### src/rtl/sysctl_pkg.sv
package sysctl_pkg;

    localparam int unsigned WORD_W = 32;

    // Byte offsets inside the window; software relies on them
    localparam logic [11:0] OFS_ID   = 12'h000;
    localparam logic [11:0] OFS_LED  = 12'h008;
    localparam logic [11:0] OFS_KEY  = 12'h020;
    localparam logic [11:0] OFS_FSET = 12'h030;
    localparam logic [11:0] OFS_FCLR = 12'h034;
    localparam logic [11:0] OFS_NSET = 12'h038;
    localparam logic [11:0] OFS_NCLR = 12'h03C;
    localparam logic [11:0] OFS_RCTL = 12'h040;
    localparam logic [11:0] OFS_ONE  = 12'h044;
    localparam logic [11:0] OFS_TICK = 12'h05C;

    localparam logic [WORD_W-1:0] KEY_WORD = 32'h0000_A05F;
    localparam logic [15:0]       KEY16    = 16'hA05F;

    typedef enum logic [3:0] {
        SEL_NONE,
        SEL_ID,
        SEL_LED,
        SEL_KEY,
        SEL_FSET,
        SEL_FCLR,
        SEL_NSET,
        SEL_NCLR,
        SEL_RCTL,
        SEL_ONE,
        SEL_TICK
    } sel_e;

    typedef struct packed {
        logic [WORD_W-1:0] led;
        logic [15:0]       key;
        logic [WORD_W-1:0] flags;
        logic [WORD_W-1:0] rctl;
        logic [WORD_W-1:0] rdata;
        logic              rvalid;
        logic              err;
        logic              rst_req;
    } bank_state_t;

endpackage

### src/rtl/sysctl_decode.sv
module sysctl_decode
    import sysctl_pkg::*;
#(
    parameter int unsigned ADDR_W = 12
) (
    input  logic [ADDR_W-1:0] addr_i,
    output sel_e              sel_o,
    output logic              rd_legal_o,
    output logic              wr_legal_o
);

    always_comb begin
        sel_o      = SEL_NONE;
        rd_legal_o = 1'b0;
        wr_legal_o = 1'b0;
        if      (addr_i == ADDR_W'(OFS_ID))   begin sel_o = SEL_ID;   rd_legal_o = 1'b1; end
        else if (addr_i == ADDR_W'(OFS_LED))  begin sel_o = SEL_LED;  rd_legal_o = 1'b1; wr_legal_o = 1'b1; end
        else if (addr_i == ADDR_W'(OFS_KEY))  begin sel_o = SEL_KEY;  rd_legal_o = 1'b1; wr_legal_o = 1'b1; end
        else if (addr_i == ADDR_W'(OFS_FSET)) begin sel_o = SEL_FSET; rd_legal_o = 1'b1; wr_legal_o = 1'b1; end
        else if (addr_i == ADDR_W'(OFS_FCLR)) begin sel_o = SEL_FCLR; wr_legal_o = 1'b1; end
        else if (addr_i == ADDR_W'(OFS_NSET)) begin sel_o = SEL_NSET; rd_legal_o = 1'b1; wr_legal_o = 1'b1; end
        else if (addr_i == ADDR_W'(OFS_NCLR)) begin sel_o = SEL_NCLR; wr_legal_o = 1'b1; end
        else if (addr_i == ADDR_W'(OFS_RCTL)) begin sel_o = SEL_RCTL; rd_legal_o = 1'b1; wr_legal_o = 1'b1; end
        else if (addr_i == ADDR_W'(OFS_ONE))  begin sel_o = SEL_ONE;  rd_legal_o = 1'b1; wr_legal_o = 1'b1; end
        else if (addr_i == ADDR_W'(OFS_TICK)) begin sel_o = SEL_TICK; rd_legal_o = 1'b1; end
    end

endmodule

### src/rtl/sysctl_tick.sv
module sysctl_tick #(
    parameter int unsigned CLK_HZ  = 100_000_000,
    parameter int unsigned TICK_HZ = 24_000_000,
    parameter int unsigned CNT_W   = 32
) (
    input  logic             clk,
    input  logic             rst_n,
    output logic [CNT_W-1:0] cnt_o
);

    localparam int unsigned ACC_W = $clog2(CLK_HZ + TICK_HZ + 1);

    typedef struct packed {
        logic [ACC_W-1:0] acc;
        logic [CNT_W-1:0] cnt;
    } tick_state_t;

    tick_state_t st_d, st_q;
    logic [ACC_W-1:0] sum;

    always_comb begin
        st_d = st_q;
        sum  = st_q.acc + ACC_W'(TICK_HZ);
        if (sum >= ACC_W'(CLK_HZ)) begin
            st_d.acc = sum - ACC_W'(CLK_HZ);
            st_d.cnt = st_q.cnt + 1'b1;
        end else begin
            st_d.acc = sum;
        end
    end

    always_ff @(posedge clk or negedge rst_n) begin
        if (!rst_n) st_q <= '0;
        else        st_q <= st_d;
    end

    assign cnt_o = st_q.cnt;


    tick_step_chk: assert property (@(posedge clk) disable iff (!rst_n)
        (cnt_o == $past(cnt_o)) || (cnt_o == $past(cnt_o) + 1'b1));

endmodule

### src/rtl/sysctl_bank.sv
module sysctl_bank
    import sysctl_pkg::*;
#(
    parameter logic [31:0] BOARD_ID = 32'h1100_0101,
    parameter int unsigned VARIANT  = 0,
    parameter int unsigned ADDR_W   = 12,
    parameter int unsigned CLK_HZ   = 100_000_000,
    parameter int unsigned TICK_HZ  = 24_000_000
) (
    input  logic              clk,
    input  logic              rst_n,
    input  logic              por_n,
    input  logic              rd_en_i,
    input  logic              wr_en_i,
    input  logic [ADDR_W-1:0] addr_i,
    input  logic [31:0]       wdata_i,
    output logic [31:0]       rdata_o,
    output logic              rvalid_o,
    output logic              err_o,
    output logic [31:0]       led_o,
    output logic              sys_rst_req_o
);

    localparam int unsigned TRIG_BIT = (VARIANT == 0) ? 8 : 2;
    localparam bit          HAS_RCTL = (VARIANT < 2);

    bank_state_t       st_d, st_q;
    logic [WORD_W-1:0] nv_d, nv_q;
    logic [WORD_W-1:0] tick_cnt;
    sel_e              sel;
    logic              rd_legal, wr_legal;
    logic              key_ok;
    logic              rctl_wen;

    sysctl_decode #(.ADDR_W(ADDR_W)) u_decode (
        .addr_i     (addr_i),
        .sel_o      (sel),
        .rd_legal_o (rd_legal),
        .wr_legal_o (wr_legal)
    );

    sysctl_tick #(.CLK_HZ(CLK_HZ), .TICK_HZ(TICK_HZ), .CNT_W(WORD_W)) u_tick (
        .clk   (clk),
        .rst_n (rst_n),
        .cnt_o (tick_cnt)
    );

    assign key_ok = (st_q.key == KEY16);

    generate
        if (HAS_RCTL) begin : g_rctl
            assign rctl_wen = wr_en_i && (sel == SEL_RCTL) && key_ok;
        end else begin : g_no_rctl
            assign rctl_wen = 1'b0;
        end
    endgenerate

    always_comb begin
        st_d         = st_q;
        nv_d         = nv_q;
        st_d.rvalid  = rd_en_i;
        st_d.err     = (rd_en_i && !rd_legal) || (wr_en_i && !wr_legal);
        st_d.rst_req = rctl_wen && wdata_i[TRIG_BIT];
        st_d.rdata   = '0;

        if (rd_en_i) begin
            case (sel)
                SEL_ID:   st_d.rdata = BOARD_ID;
                SEL_LED:  st_d.rdata = st_q.led;
                SEL_KEY:  st_d.rdata = {16'h0000, st_q.key};
                SEL_FSET: st_d.rdata = st_q.flags;
                SEL_NSET: st_d.rdata = nv_q;
                SEL_RCTL: st_d.rdata = HAS_RCTL ? st_q.rctl : '0;
                SEL_ONE:  st_d.rdata = 32'h0000_0001;
                SEL_TICK: st_d.rdata = tick_cnt;
                default:  st_d.rdata = '0;
            endcase
        end

        if (wr_en_i) begin
            case (sel)
                SEL_LED:  st_d.led = wdata_i;
                SEL_KEY:  st_d.key = (wdata_i == KEY_WORD) ? KEY16 : {1'b0, wdata_i[14:0]};
                SEL_FSET: st_d.flags = st_q.flags | wdata_i;
                SEL_FCLR: st_d.flags = st_q.flags & ~wdata_i;
                SEL_NSET: nv_d = nv_q | wdata_i;
                SEL_NCLR: nv_d = nv_q & ~wdata_i;
                default:  ;
            endcase
        end

        if (rctl_wen) st_d.rctl = wdata_i;
    end

    always_ff @(posedge clk or negedge rst_n) begin
        if (!rst_n) st_q <= '0;
        else        st_q <= st_d;
    end

    always_ff @(posedge clk or negedge por_n) begin
        if (!por_n) nv_q <= '0;
        else        nv_q <= nv_d;
    end

    assign rdata_o       = st_q.rdata;
    assign rvalid_o      = st_q.rvalid;
    assign err_o         = st_q.err;
    assign led_o         = st_q.led;
    assign sys_rst_req_o = st_q.rst_req;


    key_bit15_chk: assert property (@(posedge clk) disable iff (!rst_n)
        st_q.key[15] |-> (st_q.key == KEY16));


    rst_req_needs_key_chk: assert property (@(posedge clk) disable iff (!rst_n)
        sys_rst_req_o |-> $past(wr_en_i && key_ok));


    nv_hold_chk: assert property (@(posedge clk) disable iff (!por_n)
        !$past(wr_en_i) |-> $stable(nv_q));


    const_one_chk: assert property (@(posedge clk) disable iff (!rst_n)
        (rvalid_o && $past(sel == SEL_ONE)) |-> (rdata_o == 32'h1));


    err_needs_access_chk: assert property (@(posedge clk) disable iff (!rst_n)
        err_o |-> $past(rd_en_i || wr_en_i));


    rvalid_follow_chk: assert property (@(posedge clk) disable iff (!rst_n)
        rd_en_i |=> rvalid_o);

endmodule

### config.mk
export PLATFORM = sky130hd
export DESIGN_NAME = sysctl_bank
export DESIGN_NICKNAME = d
export VERILOG_FILES = /design/src/rtl/sysctl_pkg.sv /design/src/rtl/sysctl_decode.sv /design/src/rtl/sysctl_tick.sv /design/src/rtl/sysctl_bank.sv
export SDC_FILE = /design/constraint.sdc
export NUM_CORES = 1
export LEC_CHECK = 0
export BUFFER_PORTS_ARGS = -buffer_cell sky130_fd_sc_hd__clkbuf_2
export CAP_MARGIN = 20
export CORE_MARGIN = 10
export CORE_UTILIZATION = 41
export CTS_BUF_LIST = sky130_fd_sc_hd__clkbuf_16
export DETAILED_ROUTE_END_ITERATION = 10
export GPL_TIMING_DRIVEN = 0
export PLACE_DENSITY_LB_ADDON = 0.2
export SLEW_MARGIN = 20
export SYNTH_ARGS = -nofsm -noshare
export SYNTH_HDL_FRONTEND = slang
export SYNTH_SLANG_ARGS = --single-unit
export TNS_END_PERCENT = 1
### constraint.sdc
create_clock -name clk -period 4.1 [get_ports clk]
set_input_delay 0.82 -clock clk [delete_from_list [all_inputs] [get_ports clk]]
set_output_delay 0.82 -clock clk [all_outputs]
set_load 0.05 [all_outputs]
==> summary.md, run 1 <==
| Metric | Value |
|---|---|
| Syn nets | around 1,100 |
| CTS clock-pin slew for the worst setup and hold paths | 0.06 ns |
| Ys async rst share | 100% |
| Commonest cells post-synth | 230 x dfrtp_1, 173 x nand2_1, 96 x mux2_2 |
| Critical path's slowest cell | clkbuf_1 |
| Layout cells sized above 1 | 28.8% |
| Sequential power share | 50.0% |
| Core area | 26,100 um^2 |
| Outcome | finished, final reports clean |
| Row cnt | 59 |
| First-pass GRT wire length | around 48 mm |
| Total setup buffers inserted after CTS | 0 |
| Primary FF master, synth | dfrtp_1 |
| Vias in the first global route | about 8,300 |
| NetSw | 1.05 mW |
| Worst path cell trace | clkbuf_2, nor4_1, nor2b_1, nor4bb_1, o21ai_0, o211a_1, clkbuf_1, nand4_1, clkbuf_1, mux2_2 |
| Area delta synth->final | 17.1% |
| Dpl hpwl | 21.8 mm |
| Final clock skew | 0.0211 ns |
| Post-route minimum period | ~3.8 ns |
| Cell area after layout | 12,800 um^2 |
| Pin count of the biggest net entering global routing | 73 |
| Clk_lat worst skew | 0.53 ns |
| Critical path fanouts, max | 10 |
| Drt drc | 0 |
| Most used cell, CP | clkbuf_1 |
| Clock sink count | 230 |
| Distinct cell type count after synthesis | 63 |
| Area contributors post-synth | dfrtp_1 53%, mux2_2 9.9%, nand2_1 5.9% |
| Ports | 116 |
| Max rail drop VDD | just over 0.0003 V |
| Cell area after synthesis | 10,900 um^2 |
| Storage element area | 5760 um^2 |
| Port bufs | around 120 |
| Die W | 183 um |
| FILL cells | approximately 2,500 |
| Comb pwr share | 3.0% |
| Root buffer cell | clkbuf_16 |
| Die footprint | about 34,000 um^2 |
| Routed Antenna Nets | 0 |
| Worst setup EP type | flop |
| Vias per cell | 5.53 |
| Critical Path Start Type | input port |
| Mapped Cells | about 1,000 |
| Setup violations, final | 0 |
| Yosys warning total | 0 |
| Max-cap violation count | 0 |
| Number of DRC markers in iteration 0 | 641 |
| Internal power | 3.51 mW |
| Routed len/inst | roughly 20 um |
| Final nets | between 1,000 and 1,500 |
| Measured slew at the worst slew-check pin | 0.927 ns |
| HP Class | in2async |
| Fmax | between 200 and 300 MHz |
| Final period utilization | about 93% |
| Required time of the critical path | 4.51 ns |
| Max-slew headroom | 38.2% |
| TritonRoute pass-1 iters | 6 |
| Worst path buffer plus inverter count | 3 |
| Family with the most delay on the worst path | simple AND/OR/NAND/NOR gates |
| Post-synth EDFFs | 0 |
| Htree depth | 1 |
| Kind of critical path | in2reg |
| Num CTS Buffers | 27 |
| #FFs+latches synth | 230 |
| Slew Limit Fails | 0 |
| CTS tree | built |
| Via count | 8,355 |
| Yosys top cell by area | dfrtp_1 |
| Placement Cell Area | around 12,000 um^2 |
| CTS Buffer Depth | 3 |
| RSZ-0062 raised after global routing | false |
| Die Y | 183 um |
| Sequential area share after synthesis | 52.7% |
| Clk pwr share | 47.0% |
| Total wire length | 30.7 mm |
| Syn Area/Cell | 10.8 um^2 |
| Leak | a little over 6 nW |
| Overflow after GRT | 0 |
| Dpl cells | 1,460 |
| Area of the multi-input gates | approximately 4500 um^2 |
| GP Congestion | 0.876 |
| Max incr delay on CP | between 0.6 and 0.7 ns |
| Initial cell density of the core | between 40% and 50% |
| PwrDens | 357 nW/um^2 |
| Post-synth top area share | 52.7% |
| Final Hold Fails | 0 |
| Initial antenna violation count | 2 |
| Layout Cells excl Fill | approximately 1,500 |
| Crit path DAT | 4.23 ns |
| Sw Share | 23.1% |
| Global-route usage over all layers | approximately 18% |
| Most common cell in the netlist | dfrtp_1 |
metrics by stage:
stage	utilization (%)	setup TNS [ns]	power (mW)	worst slack (ns)	hold WS, ns
2_1_floorplan	-	0	2.35	0.835	0.446
3_5_place_dp	45.8	-5.50	2.46	-0.399	0.465
5_1_grt	48.9	0	4.72	0.00963	0.295
3_3_place_gp	45.6	-348.27	2.46	-1.76	0.460
4_1_cts	48.8	0	4.61	0.145	0.279
6_report	48.9	0	4.57	0.278	0.260
cells by family (layout without fill, tap and decap cells):
group	after synthesis	in the layout	share of synthesized area (%)
and+or+nand+nor	308	308	13.3
DFF	230	230	52.7
AOI/OAI and AO/OA	195	195	12.6
buffers and inverters	118	284	6.45
muxes	97	97	9.99
xor gates and xnor gates	54	54	4.33
adders and majority gates	6	6	0.688
other	0	2	0
final cells by class:
| class | count | share of cell area, % |
|---|---|---|
| Inverter | 6 | 0.176 |
| Clock buffer | 27 | 5.28 |
| Tap cell | 335 | 3.28 |
| Antenna cell | 2 | 0.0391 |
| Buffer | 112 | 5.33 |
| Clock inverter | 22 | 0.861 |
| Timing Repair Buffer | 117 | 5.00 |
| Multi-Input combinational cell | 660 | 35.0 |
| Sequential cell | 230 | 45.0 |
path summary, 6_finish.rpt:
kind	start	end	slack, ns	cells after the start
setup / recovery	addr_i[9]	st_q[52]	0.28	10
hold / removal	rst_n	rdata_o[30]	0.26	1
setup reg to reg	u_tick.st_q[41]	u_tick.cnt_o[31]	0.38	12
hold reg to reg	st_q[43]	st_q[43]	0.48	1
max in group asynchronous	rst_n	u_tick.st_q[41]	2.73	3
min in group clk	rd_en_i	rvalid_o	0.46	1
routing by layer:
metal	share of wire, %	global-route usage, %
met1	44	24.5
met2	47	29.1
met3	7.8	3.28
met4	1.4	4.20
met5	0	0
cells in the final DEF (no fill, tap or decap), drive strengths merged, types with 3 or more instances in the layout:
master / instances
nor2b: 4
xnor2: 35
a21oi: 14
inv: 14
nor3: 17
nor4: 14
clkbuf: 180
a31oi: 29
buf: 76
a21boi: 3
nand3b: 3
and3: 11
a221oi: 6
or2: 4
mux2: 96
xor2: 19
o21ai: 46
a222oi: 9
nand4: 9
dfrtp: 230
nand2b: 3
a22o: 13
or3: 4
and2: 3
a22oi: 45
o22a: 7
nand3: 17
nor2: 30
nand2: 173
clkinv: 13
and4: 7
o21a: 3
ha: 6
power groups by stage:
| stage | Clock [mW] | Sequential, mW | Combinational, mW |
|---|---|---|---|
| 2_1_floorplan | 0 | 2.33 | 0.0218 |
| 3_3_place_gp | 0 | 2.32 | 0.131 |
| 3_5_place_dp | 0 | 2.32 | 0.139 |
| 4_1_cts | 2.19 | 2.28 | 0.140 |
| 5_1_grt | 2.28 | 2.28 | 0.152 |
| 6_report | 2.15 | 2.28 | 0.136 |
timing repair:
item | in CTS | in global routing
hold buffers | 0 | 0
gates resized for setup | 0 | 4
setup endpoints to repair | 0 | 24
Power figures use the tool's default switching activity.
==> inputs of run 2 (changes only) <==
--- a/config.mk
+++ b/config.mk
@@ -7,6 +7,8 @@
 export LEC_CHECK = 0
 export BUFFER_PORTS_ARGS = -buffer_cell sky130_fd_sc_hd__clkbuf_2
 export CAP_MARGIN = 20
+export CELL_PAD_IN_SITES_DETAIL_PLACEMENT = 0
+export CELL_PAD_IN_SITES_GLOBAL_PLACEMENT = 1
 export CORE_MARGIN = 10
 export CORE_UTILIZATION = 41
 export CTS_BUF_LIST = sky130_fd_sc_hd__clkbuf_16
==> summary.md, run 2 (same netlist as run 1, synthesis figures left out) <==
| Metric | Value |
|---|---|
| Outcome | finished, final reports clean |
| Sum Neg Setup Slack | 0 ns |
| Reg2reg path depth | 12 |
| Worst setup EP type | flop |
| Fmax | 260 MHz |
| # hold bufs at CTS | 0 |
| Critical Path Start Type | input port |
| Clock sink count | 230 |
| Initial cell density of the core | 41.8% |
| Most used cell, CP | clkbuf_1 |
| FILL cells | 2,462 |
| Die footprint | ~34,000 um^2 |
| Measured slew at the worst slew-check pin | around 1.0 ns |
| Number of DRC markers in iteration 0 | 649 |
| Internal power | 3.69 mW |
| Comb pwr share | just under 3% |
| Final clock skew | 0.0113 ns |
| Total wire length | 31.5 mm |
| Dpl hpwl | 22.2 mm |
| Htree depth | 1 |
| RSZ-0062 raised after global routing | true |
| Clk_lat worst skew | 0.52 ns |
| Routed Antenna Nets | 0 |
| Routed len/inst | 20.9 um |
| Total setup buffers inserted after CTS | 0 |
| Row cnt | 59 |
| Sequential power share | around 48% |
| Commonest non-fill, non-tap cell in the layout | dfrtp_1 |
| ANT cells | 0 |
| Max rail drop VDD | approximately 0.00028 V |
| CTS clock-pin slew for the worst setup and hold paths | 0.06 ns |
| Die W | 183 um |
| Via count | 8,252 |
| CTS Buffer Depth | 3 |
| Max-slew headroom | 32.0% |
| NetSw | between 1 and 1.5 mW |
| Final nets | 1,208 |
| Final Hold Fails | 0 |
| Sw Share | 22.0% |
| Critical Path End | st_q[53] |
| Max incr delay on CP | between 0.6 and 0.7 ns |
| PwrDens | 369 nW/um^2 |
| Die Y | 183 um |
| Max-cap violation count | 0 |
| Crit. Startpoint | addr_i[9] |
| Area of the multi-input gates | between 4000 and 5000 um^2 |
| Required time of the critical path | between 4 and 5 ns |
| Pin count of the biggest net entering global routing | 91 |
| Post-CTS Resized | 0 |
| CTS tree | built |
| Port bufs | 115 |
| Clk pwr share | 48.9% |
| Critical path fanouts, max | 10 |
| Critical path's slowest cell | clkbuf_1 |
| HP Class | in2async |
| Vias per cell | 5.48 |
| Final Core Density | 49.1% |
| Overflow after GRT | 0 |
| TritonRoute pass-1 iters | 5 |
| Vias in the first global route | 8,456 |
| Post-route minimum period | between 3 and 4 ns |
| Area delta synth->final | 17.6% |
| Reg-to-reg endpoint | u_tick.cnt_o[25] |
| Global-route usage over all layers | a little under a fifth |
| Num CTS Buffers | 26 |
| Leak | 6.07 nW |
| First-pass GRT wire length | 49.4 mm |
| Kind of critical path | in2reg |
| Worst path cell trace | clkbuf_2, nor4_1, nor2b_1, and3_1, clkbuf_1, nor3_1, o211a_1, clkbuf_1, nand4_1, clkbuf_1, mux2_2 |
| Setup slack, reg-to-reg | around 0.33 ns |
| Setup violations, final | 0 |
| Core area | approximately 26,000 um^2 |
| Slew Limit Fails | 0 |
| Most frequent cells in the layout | 229 x dfrtp_1, 173 x nand2_1, 114 x clkbuf_2, 96 x mux2_2, 64 x buf_4 |
| Initial antenna violation count | 0 |
| Storage element area | between 5000 and 6000 um^2 |
| Drt drc | 0 |
| Crit path DAT | 4.24 ns |
| Worst r2r src | u_tick.st_q[42] |
| GP Congestion | 0.823 |
| Ports | approximately 120 |
| Layout cells sized above 1 | 29.0% |
| Root buffer cell | clkbuf_16 |
| Final period utilization | 93.7% |
-- run 2: power by group through the flow --
stage,Combinational (mW),Sequential (mW),Clock [mW]
after floorplan,0.0218,2.33,0
after CTS,0.141,2.28,2.37
final,0.138,2.28,2.31
after detailed placement,0.141,2.32,0
after global placement,0.133,2.32,0
after global routing,0.154,2.28,2.47
-- run 2: critical path, delay by kind of cell --
family / cells / cell delay [ns]
and+or+nand+nor: 5 / 1.47
buffers and inverters: 4 / 1.38
muxes: 1 / 0.41
AOI/OAI and AO/OA: 1 / 0.16
-- run 2: final cells by class --
class,instances,share of cell area [%]
multi-input cells,660,34.8
repair buffers,117,4.98
plain buffers,112,5.31
flip-flops and latches,230,44.8
clock inverters,20,1.34
clock buffers,27,5.26
inverters,6,0.175
well taps,335,3.26
-- run 2: worst min path at each step --
| stage | start | end | depth (start not counted) |
|---|---|---|---|
| floorplan | u_tick.cnt_o[31] | u_tick.cnt_o[31] | 1 |
| global placement | flop | flop | 2 |
| detailed placement | flop | flop | 2 |
| CTS | rst_n | u_tick.st_q[40] | 1 |
| global route | rst_n | u_tick.st_q[40] | 1 |
| finish | rst_n | u_tick.st_q[40] | 1 |
-- run 2: metal layers --
metal | vias to the layer above | global-route usage (%) | part of all wire (%) | routed length, um
li1 | 3854 | - | - | -
met2 | 243 | 29.1 | 46 | 14300
met1 | 4118 | 25.8 | 46 | 14500
met3 | 37 | 3.42 | 6.7 | 2090
met5 | - | 0 | 0 | 0
met4 | 0 | 4.39 | 1.7 | 539
-- run 2: through the flow --
step                      std cells  total power [mW]  hold slack, ns  setup WS [ns]  area (um^2)
after floorplan                1008              2.35           0.446          0.835        10900
after global placement         1458              2.46           0.460          -1.83        11900
after detailed placement       1460              2.47           0.469         -0.463        12000
after CTS                      1507              4.79           0.266         0.0644        12800
after global routing           1507              4.90           0.284       -0.00511        12800
final                          1507              4.73           0.261          0.260        12800
